## config.mk

```make
export PLATFORM = sky130hd
export DESIGN_NAME = i2c_ctl_mode
export DESIGN_NICKNAME = d
export VERILOG_FILES = /design/src/rtl/i2c_ctl_pkg.sv /design/src/rtl/i2c_ctl_decode.sv /design/src/rtl/i2c_ctl_hwmode.sv /design/src/rtl/i2c_ctl_pend.sv /design/src/rtl/i2c_ctl_mode.sv
export SDC_FILE = /design/constraint.sdc
export NUM_CORES = 1
export LEC_CHECK = 0
export BUFFER_PORTS_ARGS = -buffer_cell sky130_fd_sc_hd__buf_4
export CORE_MARGIN = 2
export CORE_UTILIZATION = 40
export CTS_CLUSTER_SIZE = 10
export DETAILED_ROUTE_END_ITERATION = 10
export HOLD_SLACK_MARGIN = 0.05
export PLACE_DENSITY = 0.74
export SYNTH_ARGS = -nofsm -noshare
export SYNTH_HDL_FRONTEND = slang
export SYNTH_SLANG_ARGS = --single-unit
```

## constraint.sdc

```tcl
create_clock -name clk -period 1.8 [get_ports clk]
set_clock_uncertainty 0.05 [all_clocks]
set_input_delay 0.36 -clock clk [delete_from_list [all_inputs] [get_ports clk]]
set_output_delay 0.36 -clock clk [all_outputs]
set_load 0.03 [all_outputs]
```

## src/rtl/i2c_ctl_pkg.sv

```systemverilog
package i2c_ctl_pkg;
    localparam int BYTE_W = 8;

    typedef enum logic [1:0] {
        MODE_SRX = 2'b00,
        MODE_STX = 2'b01,
        MODE_MRX = 2'b10,
        MODE_MTX = 2'b11
    } mode_e;

    typedef struct packed {
        mode_e mode;
        logic  ie;
        logic  en;
    } ctrl_t;

    typedef struct packed {
        ctrl_t             ctrl;
        logic [BYTE_W-1:0] own;
        logic [BYTE_W-1:0] mdr;
    } regs_t;
endpackage

```

## src/rtl/i2c_ctl_decode.sv

```systemverilog
module i2c_ctl_decode
    import i2c_ctl_pkg::*;
#(
    parameter int                ADDR_W      = 2,
    parameter logic [ADDR_W-1:0] CTRL_ADDR   = 0,
    parameter logic [ADDR_W-1:0] SHARED_ADDR = 1,
    parameter logic [ADDR_W-1:0] STAT_ADDR   = 2
) (
    input  logic [ADDR_W-1:0] addr,
    input  logic              wr,
    input  ctrl_t             ctrl,
    input  logic [BYTE_W-1:0] own,
    input  logic [BYTE_W-1:0] mdr,
    input  logic              pend,
    output logic              wr_ctrl,
    output logic              wr_own,
    output logic              wr_mdr,
    output logic              wr_stat,
    output logic [BYTE_W-1:0] rdata
);
    always_comb begin
        wr_ctrl = wr && (addr == CTRL_ADDR);
        wr_own  = wr && (addr == SHARED_ADDR) && !ctrl.en;
        wr_mdr  = wr && (addr == SHARED_ADDR) && ctrl.en;
        wr_stat = wr && (addr == STAT_ADDR);
        rdata   = '0;
        if (addr == CTRL_ADDR) begin
            rdata[3:0] = ctrl;
        end else if (addr == SHARED_ADDR) begin
            rdata = ctrl.en ? mdr : own;
        end else if (addr == STAT_ADDR) begin
            rdata[0] = pend;
        end
    end
endmodule

```

## src/rtl/i2c_ctl_hwmode.sv

```systemverilog
module i2c_ctl_hwmode
    import i2c_ctl_pkg::*;
(
    input  logic              en,
    input  mode_e             cur,
    input  logic [BYTE_W-1:0] own,
    input  logic              sw_wr,
    input  mode_e             sw_mode,
    input  logic              arb_lost,
    input  logic              addr_rx,
    input  logic [BYTE_W-1:0] rx_byte,
    output mode_e             nxt
);
    logic is_master;
    logic arb_hit;
    logic addr_hit;

    always_comb begin
        is_master = (cur == MODE_MRX) || (cur == MODE_MTX);
        arb_hit   = en && is_master && arb_lost;
        addr_hit  = en && (cur == MODE_SRX) && !own[0] && addr_rx &&
                    (rx_byte[BYTE_W-1:1] == own[BYTE_W-1:1]);
        if (arb_hit) begin
            nxt = MODE_SRX;
        end else if (addr_hit) begin
            nxt = rx_byte[0] ? MODE_STX : MODE_SRX;
        end else if (sw_wr) begin
            nxt = sw_mode;
        end else begin
            nxt = cur;
        end
    end
endmodule

```

## src/rtl/i2c_ctl_pend.sv

```systemverilog
module i2c_ctl_pend (
    input  logic clk,
    input  logic rst_n,
    input  logic en,
    input  logic set_arb,
    input  logic set_done,
    input  logic clr,
    output logic pend
);
    logic pend_d, pend_q;

    always_comb begin
        pend_d = pend_q;
        if (clr) pend_d = 1'b0;
        if (en && (set_arb || set_done)) pend_d = 1'b1;
    end

    always_ff @(posedge clk or negedge rst_n) begin
        if (!rst_n) pend_q <= 1'b0;
        else        pend_q <= pend_d;
    end

    assign pend = pend_q;
endmodule

```

## src/rtl/i2c_ctl_mode.sv

```systemverilog
module i2c_ctl_mode
    import i2c_ctl_pkg::*;
#(
    parameter int                ADDR_W      = 2,
    parameter logic [ADDR_W-1:0] CTRL_ADDR   = 0,
    parameter logic [ADDR_W-1:0] SHARED_ADDR = 1,
    parameter logic [ADDR_W-1:0] STAT_ADDR   = 2
) (
    input  logic              clk,
    input  logic              rst_n,
    input  logic [ADDR_W-1:0] bus_addr,
    input  logic              bus_wr,
    input  logic [BYTE_W-1:0] bus_wdata,
    output logic [BYTE_W-1:0] bus_rdata,
    input  logic              evt_arb_lost,
    input  logic              evt_xfer_done,
    input  logic              evt_addr_rx,
    input  logic [BYTE_W-1:0] rx_byte,
    input  logic              ext_mode,
    input  logic              scl_pull,
    input  logic              sda_pull,
    output logic              scl_oe,
    output logic              sda_oe,
    output logic              irq
);
    regs_t regs_d, regs_q;
    logic  wr_ctrl, wr_own, wr_mdr, wr_stat;
    logic  pend_q;
    mode_e mode_nxt;

    logic  en_q, ie_q;
    mode_e mode_q;
    assign en_q   = regs_q.ctrl.en;
    assign ie_q   = regs_q.ctrl.ie;
    assign mode_q = regs_q.ctrl.mode;

    i2c_ctl_decode #(
        .ADDR_W     (ADDR_W),
        .CTRL_ADDR  (CTRL_ADDR),
        .SHARED_ADDR(SHARED_ADDR),
        .STAT_ADDR  (STAT_ADDR)
    ) u_decode (
        .addr   (bus_addr),
        .wr     (bus_wr),
        .ctrl   (regs_q.ctrl),
        .own    (regs_q.own),
        .mdr    (regs_q.mdr),
        .pend   (pend_q),
        .wr_ctrl(wr_ctrl),
        .wr_own (wr_own),
        .wr_mdr (wr_mdr),
        .wr_stat(wr_stat),
        .rdata  (bus_rdata)
    );

    i2c_ctl_hwmode u_hwmode (
        .en      (en_q),
        .cur     (mode_q),
        .own     (regs_q.own),
        .sw_wr   (wr_ctrl),
        .sw_mode (mode_e'(bus_wdata[3:2])),
        .arb_lost(evt_arb_lost),
        .addr_rx (evt_addr_rx),
        .rx_byte (rx_byte),
        .nxt     (mode_nxt)
    );

    i2c_ctl_pend u_pend (
        .clk     (clk),
        .rst_n   (rst_n),
        .en      (en_q),
        .set_arb (evt_arb_lost),
        .set_done(evt_xfer_done),
        .clr     (wr_stat && bus_wdata[0]),
        .pend    (pend_q)
    );

    always_comb begin
        regs_d           = regs_q;
        regs_d.ctrl.mode = mode_nxt;
        if (wr_ctrl) begin
            regs_d.ctrl.en = bus_wdata[0];
            regs_d.ctrl.ie = bus_wdata[1];
        end
        if (wr_own) regs_d.own = bus_wdata;
        if (wr_mdr) regs_d.mdr = bus_wdata;
    end

    always_ff @(posedge clk or negedge rst_n) begin
        if (!rst_n) regs_q <= '0;
        else        regs_q <= regs_d;
    end

    assign scl_oe = en_q && scl_pull;
    assign sda_oe = en_q && !ext_mode && sda_pull;
    assign irq    = ie_q && pend_q;
endmodule

```

Word level (Yosys, flattened, before mapping):

Index checks and enable logic that the tools add are counted.

* multiplexer cells: 12
* reductions and logical operators: 26
* eq/ne operators: 5

Operator list (number)
* 1-bit logical AND: 17
* 4-bit two-way mux: 2
* 8-bit two-way mux: 1
* 7-bit equality test: 1
* 7-bit two-way mux: 1
* 2-bit equality test, second input constant: 3
* 2-bit two-way mux: 3
* 1-bit two-way mux: 5
* 2-bit zero test: 2
* 1-bit zero test: 3
* 3-bit nonzero test: 1
* 2-bit by 1-bit equality test with 1-bit output, second input constant: 1
* 1-bit logical OR: 2
* 2-bit nonzero test: 1

* bits of input ports: 27
* bits in registers: 21
* word-level logic and storage cells: 49

Depth between registers and ports, before layout:

Gate-level depths: netlist of run 1.

* depth in word-level cells: 7
* gate-level depth with buffers: 5
* gate-level depth less buffers: 4

Hierarchy:

From an unflattened synthesis of run 1, not the netlist that was laid out.

* cells, all modules: 101
* area, all modules: 1229.9 um^2

Modules (own cells, without submodules)
* i2c_ctl_mode: cells each 44, instances 1, area an instance 813.3 um^2
* i2c_ctl_decode: cells each 29, instances 1, area an instance 214.0 um^2
* i2c_ctl_hwmode: cells each 24, instances 1, area an instance 163.9 um^2
* i2c_ctl_pend: cells each 4, instances 1, area an instance 38.8 um^2

Worst setup path after synthesis of run 1:

No wires, ideal clock.

* path kind: flip-flop to output port
* from: register regs_q[16] (netlist: en_q)
* to: output port bus_rdata[0]
* setup slack: -0.257 ns
* stages on the path, launching flop included: 5
* data arrival time: 1.647 ns
* data required time: 1.390 ns
* path buffers: 2
* cell sequence: dfrtp_1 -> buf_4 -> clkbuf_1 -> a21oi_1 -> o31ai_1

* cells in the longest elaborated chain, start to end: 3

Ends and longest elaborated chain
* start: declaration: line i2c_ctl_mode.sv:26 `regs_t regs_d, regs_q;`
* start signal: assignment: line i2c_ctl_mode.sv:91 `else regs_q <= regs_d;`
* 8-bit two-way mux: line i2c_ctl_decode.sv:30 `rdata = ctrl.en ? mdr : own;`
* 1-bit two-way mux: line i2c_ctl_decode.sv:29 `end else if (addr == SHARED_ADDR) begin`
* 4-bit two-way mux (*): line i2c_ctl_decode.sv:27 `if (addr == CTRL_ADDR) begin`
* end: declaration: line i2c_ctl_mode.sv:14 `output logic [BYTE_W-1:0] bus_rdata,`

Every way passes the cells marked *; elsewhere a longest branch is shown, timed or not.

Worst setup path in the final report of run 1:

Same ends and word-level chain as after synthesis.

==> results.sh, run 1 <==
export IMPL_die_w_um=57.3
export IMPL_rsz0062_at_grt="yes"
export IMPL_n_antenna_cell=0
export IMPL_dp_hpwl_um=1880
export IMPL_worstSkewPairLatency_ns=0.29
export IMPL_grt_first_pass_wirelength_um=4170
export IMPL_path_clk_slew_ns=0.12
export IMPL_first_pass_iters=4
export IMPL_crit_required_ns=1.39
export IMPL_status="finished clean"
export IMPL_numCtsBuffers=3
export IMPL_portBuffers=37
export IMPL_totalPowerFinal_mw=1.56
export IMPL_worstSetupStartpoint="en_q"
export IMPL_setup_viol=0
export IMPL_wl_um=2500
export IMPL_critPathArrivalTime_ns=1.37
export IMPL_setup_ws_ns=0.0189
export IMPL_antenna_found_initial=0
export IMPL_clockBufferDepth=2
export IMPL_critPathKind="reg2out"
export IMPL_dp_worst_setup_slack_ns=0.117
export IMPL_ir_drop_mv=0.823
export IMPL_hold_violations=0
export IMPL_endpoint="bus_rdata[0]"
export IMPL_cts_tree="built"
export IMPL_grt_pass1_vias=938
export IMPL_startpoint_type="register"
export IMPL_worst_pin_slew_ns=0.329
export IMPL_nFillCells=242
export IMPL_synth_cell_area_mm2=0.00113
export IMPL_coreArea_mm2=0.00273
export IMPL_yosysSeqAreaShare_pct=46.3
export IMPL_period_minus_slack_ns=1.78
export IMPL_timing_slew_headroom_pct=77.8
export IMPL_vias_per_cell=5.20
export IMPL_fin_nets=168
export IMPL_overflow=0
export IMPL_end_kind="output pin"
export IMPL_final_common_cell="buf_4"
export IMPL_setup_tns_ns=0
export IMPL_root_buffer="clkbuf_4"
export IMPL_drive_gt1_share_pct=55.0
export IMPL_r2r_cells=6
export IMPL_cts_htree_levels=1
export IMPL_vias=889
export IMPL_drv_cap=0
export IMPL_io_pins=38
export IMPL_rrSetupSlack_ns=0.17
export IMPL_hold_path_class="in2reg"
export IMPL_drtIter0Drc=13
export IMPL_wl_per_cell_um=14.6
export IMPL_syn_nets=121
export IMPL_std_cell_rows=19
export IMPL_synth_top_area_share_pct=46.3
export IMPL_synth_warnings=0
export IMPL_die_height_um=57.3
export IMPL_fmax_ghz=0.561
export IMPL_ys_top_cells_by_area="dfrtp_1 46%, mux2_2 19%, mux2i_1 7.1%, xnor2_1 5.4%, nor2_1 2.6%"
export IMPL_start_util_pct=41.5
export IMPL_grt_max_degree=22
export IMPL_timing_rr_end="mode_q[1]"
export IMPL_die_area_mm2=0.00328
export IMPL_final_util_pct=57.0
export IMPL_leakagePower_nw=0.713
export IMPL_synth_seq_cells=21
export IMPL_layout_common_cells="44 x buf_4, 20 x dfrtp_1, 19 x mux2_2"
export IMPL_grt_usage_pct=16.7
export IMPL_maxSlewViolCount=0
export IMPL_synthDistinctLibCells=26
export IMPL_crit_path_max_fanout=6
export IMPL_area_delta_synth_final_pct=37.3
export IMPL_finalCritPeriodShare_pct=99.0
export IMPL_syn_inst=94
export IMPL_cts_sinks=21
export IMPL_finalWeightedCongestion=0.854
export IMPL_synth_area_per_cell_um2=12.1
export IMPL_ant_nets=0
export IMPL_r2r_start="en_q"
export IMPL_drc=0
export IMPL_power_density_mw_per_mm2=1000
export IMPL_synth_top_cell_by_area="dfrtp_1"
-- sequential cells by signal, indices dropped and copies added (netlist names) --
name         count
regs_q          16
en_q             1
mode_q           2
ie_q             1
u_pend.pend      1
-- worst max-delay path, cell delays in order (launching register included) --
cell     delay, ns
dfrtp_2       0.49
buf_6         0.15
nand2_4       0.04
nor2_2        0.03
o31ai_2       0.17
buf_4         0.19
-- cells in the mapped netlist (all sizes together) --
cell type	n
nor4b	1
nand4b	2
buf	2
nand3b	1
o21ai	1
a21oi	2
nor2	8
or3	1
xnor2	7
nand3	2
and3b	1
o31ai	1
and3	1
mux2i	8
o41ai	1
nor3b	2
clkbuf	2
nand2b	1
a211oi	3
mux2	19
dfrtp	21
nand4	1
nand2	4
and2	2
-- routing by layer --
layer | global-route usage (%) | share of wire (%) | wire length, um | vias up
met5 | 0 | 0 | 0 | -
met4 | 6.98 | 0.48 | 12 | 0
met3 | 2.72 | 6.0 | 150 | 2
met2 | 26.4 | 49 | 1220 | 30
met1 | 22.8 | 45 | 1120 | 424
li1 | - | - | - | 433
-- logic make-up after synthesis --
logic type             synth area share (%)
multiplexers                           25.9
flip-flops                             46.3
AO/OA/AOI/OAI                          4.74
buffers and inverters                  1.76
AND/OR/NAND/NOR                        15.9
XOR/XNOR                               5.40
-- where the power goes --
group | switching, mW | total, mW | leakage [nW] | internal, mW
registers | 0.122 | 0.741 | 0.248 | 0.619
logic | 0.261 | 0.599 | 0.450 | 0.338
clock network | 0.138 | 0.224 | 0.0150 | 0.0862
-- through the flow --
stage / hold slack [ns] / std cells / area (um2)
after floorplan: 0.0144 / 94 / 1140
after global placement: 0.206 / 163 / 1470
after detailed placement: 0.213 / 163 / 1470
after CTS: 0.239 / 171 / 1540
after global routing: 0.227 / 171 / 1560
final: 0.245 / 171 / 1560
-- repair_timing --
| action | in CTS | in global routing |
|---|---|---|
| hold buffers | 1 | 0 |
| hold endpoints to repair | 21 | 0 |
| endpoints found under the setup margin | 8 | 8 |
| setup buffers | 3 | 0 |
| gates resized for setup | 5 | 4 |
| pin swaps | 1 | 1 |
-- area by class of cell --
| class | instances | area [um2] | share of cell area [%] |
|---|---|---|---|
| well taps | 31 | 38.8 | 2.49 |
| multi-input cells | 69 | 614 | 39.4 |
| repair buffers | 46 | 352 | 22.6 |
| flip-flops and latches | 21 | 527 | 33.8 |
| clock buffers | 4 | 26.3 | 1.69 |
-- how the worst min path moves through the flow --
stage,start,to,slack [ns],cells past startpoint
floorplan,rst_n,en_q,0.01,0
global placement,rst_n,regs_q[7],0.21,1
detailed placement,rst_n,regs_q[7],0.21,1
CTS,bus_wdata[4],regs_q[12],0.24,2
global route,bus_wdata[7],regs_q[15],0.23,2
finish,bus_wdata[4],regs_q[12],0.25,2
No activity file was read; power rests on OpenSTA's default activity.
==> run 2, diff against run 1 <==
--- a/config.mk
+++ b/config.mk
@@ -10,6 +10,7 @@
 export CORE_UTILIZATION = 40
 export CTS_CLUSTER_SIZE = 10
 export DETAILED_ROUTE_END_ITERATION = 10
+export GPL_TIMING_DRIVEN = 0
 export HOLD_SLACK_MARGIN = 0.05
 export PLACE_DENSITY = 0.74
 export SYNTH_ARGS = -nofsm -noshare
==> run 2 against run 1 <==
The flow now finishes with violations (setup timing). Wire length rose by 1.4%. Sequential cell count stayed put. Total power rose by 0.78%. Via count decreased by 1.2%. Largest cell class unchanged.
==> results.sh, run 2 (synthesis gave the netlist of run 1 again) <==
export IMPL_regMostFlops="regs_q"
export IMPL_grt_first_pass_wirelength_um=4400
export IMPL_finalCritPeriodShare_pct=102
export IMPL_maxSlewViolCount=0
export IMPL_totalPowerFinal_mw=1.58
export IMPL_wl_um=2540
export IMPL_timing_slew_headroom_pct=65.3
export IMPL_antenna_found_initial=0
export IMPL_vias=878
export IMPL_first_pass_iters=4
export IMPL_violations="setup timing"
export IMPL_worst_pin_slew_ns=0.518
export IMPL_grt_pass1_vias=942
export IMPL_root_buffer="clkbuf_4"
export IMPL_path_clk_slew_ns=0.13
export IMPL_numCtsBuffers=3
export IMPL_crit_path_max_fanout=9
export IMPL_portBuffers=36
export IMPL_io_pins=38
export IMPL_path_delay_family="buffers and inverters"
export IMPL_drive_gt1_share_pct=52.9
export IMPL_final_common_cell="buf_4"
export IMPL_drv_cap=0
export IMPL_slowest_delay_ns=0.39
export IMPL_hold_path_class="in2reg"
export IMPL_area_delta_synth_final_pct=35.6
export IMPL_coreArea_mm2=0.00273
export IMPL_drtIter0Drc=9
export IMPL_path_cells="buf_6 > clkbuf_16 > nand2_2 > nor2_2 > o31ai_2 > buf_4"
export IMPL_critPathBufInv=3
export IMPL_layout_common_cells="37 x buf_4, 21 x dfrtp_1, 19 x mux2_2"
export IMPL_power_density_mw_per_mm2=1020
export IMPL_cts_sinks=21
export IMPL_vias_per_cell=5.26
export IMPL_hold_path_depth=3
export IMPL_r2r_cells=4
export IMPL_overflow=0
export IMPL_ant_nets=0
export IMPL_cp_num_cells=6
export IMPL_fin_nets=164
export IMPL_cts_htree_levels=1
export IMPL_grt_max_degree=22
export IMPL_leakagePower_nw=0.700
export IMPL_fmax_ghz=0.542
export IMPL_finalWeightedCongestion=0.814
export IMPL_grt_usage_pct=17.3
export IMPL_clockBufferDepth=2
export IMPL_status="finished, violations left"
export IMPL_largest_reg_flops=16
export IMPL_slowest_stage="dfrtp_1"
export IMPL_ir_drop_mv=0.703
export IMPL_setup_viol=1
export IMPL_critPathKind="reg2out"
export IMPL_n_antenna_cell=0
export IMPL_start_util_pct=41.5
export IMPL_final_util_pct=56.3
export IMPL_cts_tree="built"
export IMPL_worstSkewPairLatency_ns=0.31
export IMPL_hold_violations=0
export IMPL_die_area_mm2=0.00328
export IMPL_period_minus_slack_ns=1.84
export IMPL_die_w_um=57.3
export IMPL_rsz0062_at_grt="yes"
export IMPL_die_height_um=57.3
export IMPL_wl_per_cell_um=15.2
export IMPL_crit_required_ns=1.39
export IMPL_std_cell_rows=19
export IMPL_startpoint_type="register"
export IMPL_nFillCells=252
export IMPL_setup_ws_ns=-0.0439
export IMPL_end_kind="output pin"
export IMPL_critPathArrivalTime_ns=1.43
export IMPL_drc=0
==> run 2: power breakdown <==
group	leakage (nW)	total [mW]	switching, mW	internal, mW
Clock	0.0177	0.232	0.149	0.0829
Combinational	0.433	0.619	0.272	0.347
Sequential	0.249	0.725	0.107	0.618
Total	0.700	1.58	0.528	1.05
==> run 2: worst register-to-register path: stages, from the launching register on <==
cell,delay [ns]
dfrtp_1,0.39
buf_6,0.14
buf_4,0.14
nor3b_4,0.44
mux2_2,0.40
==> run 2: area by class of cell <==
type	count	area, um2	share of cell area [%]
Multi-Input combinational cell	69	604	39.3
Clock buffer	3	22.5	1.46
Timing Repair Buffer	39	302	19.6
Sequential cell	21	526	34.1
Tap cell	31	38.8	2.52
Clock inverter	1	5.00	0.325
Buffer	3	41.3	2.68
==> run 2: stage by stage <==
stage | setup TNS [ns] | setup WS, ns | area [um2] | hold slack, ns | std cells
2_1_floorplan | -0.172 | -0.0615 | 1140 | 0.0144 | 94
3_3_place_gp | -0.0704 | -0.0507 | 1450 | 0.205 | 161
3_5_place_dp | -0.117 | -0.0657 | 1450 | 0.210 | 161
4_1_cts | -0.157 | -0.0657 | 1540 | 0.214 | 168
5_1_grt | -0.573 | -0.147 | 1540 | 0.214 | 167
6_report | -0.0439 | -0.0439 | 1540 | 0.222 | 167
==> run 2: final timing paths <==
path	from	end	slack [ns]
min in group asynchronous	rst_n	regs_q[7]	0.40
setup / recovery	en_q	bus_rdata[0]	-0.04
max in group asynchronous	rst_n	regs_q[8]	1.08
hold reg to reg	u_pend.pend	u_pend.pend	0.46
hold / removal	evt_xfer_done	u_pend.pend	0.22
setup reg to reg	en_q	regs_q[13]	0.14
==> run 2: timing repair <==
item	CTS	global route
cloned	1	0
hold buffers	1	0
setup endpoints to repair	10	8
pin swaps	1	2
gates resized for setup	7	1
buffers inserted	1	0
hold endpoints to repair	21	0
==> run 2: layer usage <==
layer	track usage (%)	wire [um]
met1	23.8	1100
met5	0	0
met3	2.95	178
met4	4.98	15
met2	28.2	1250
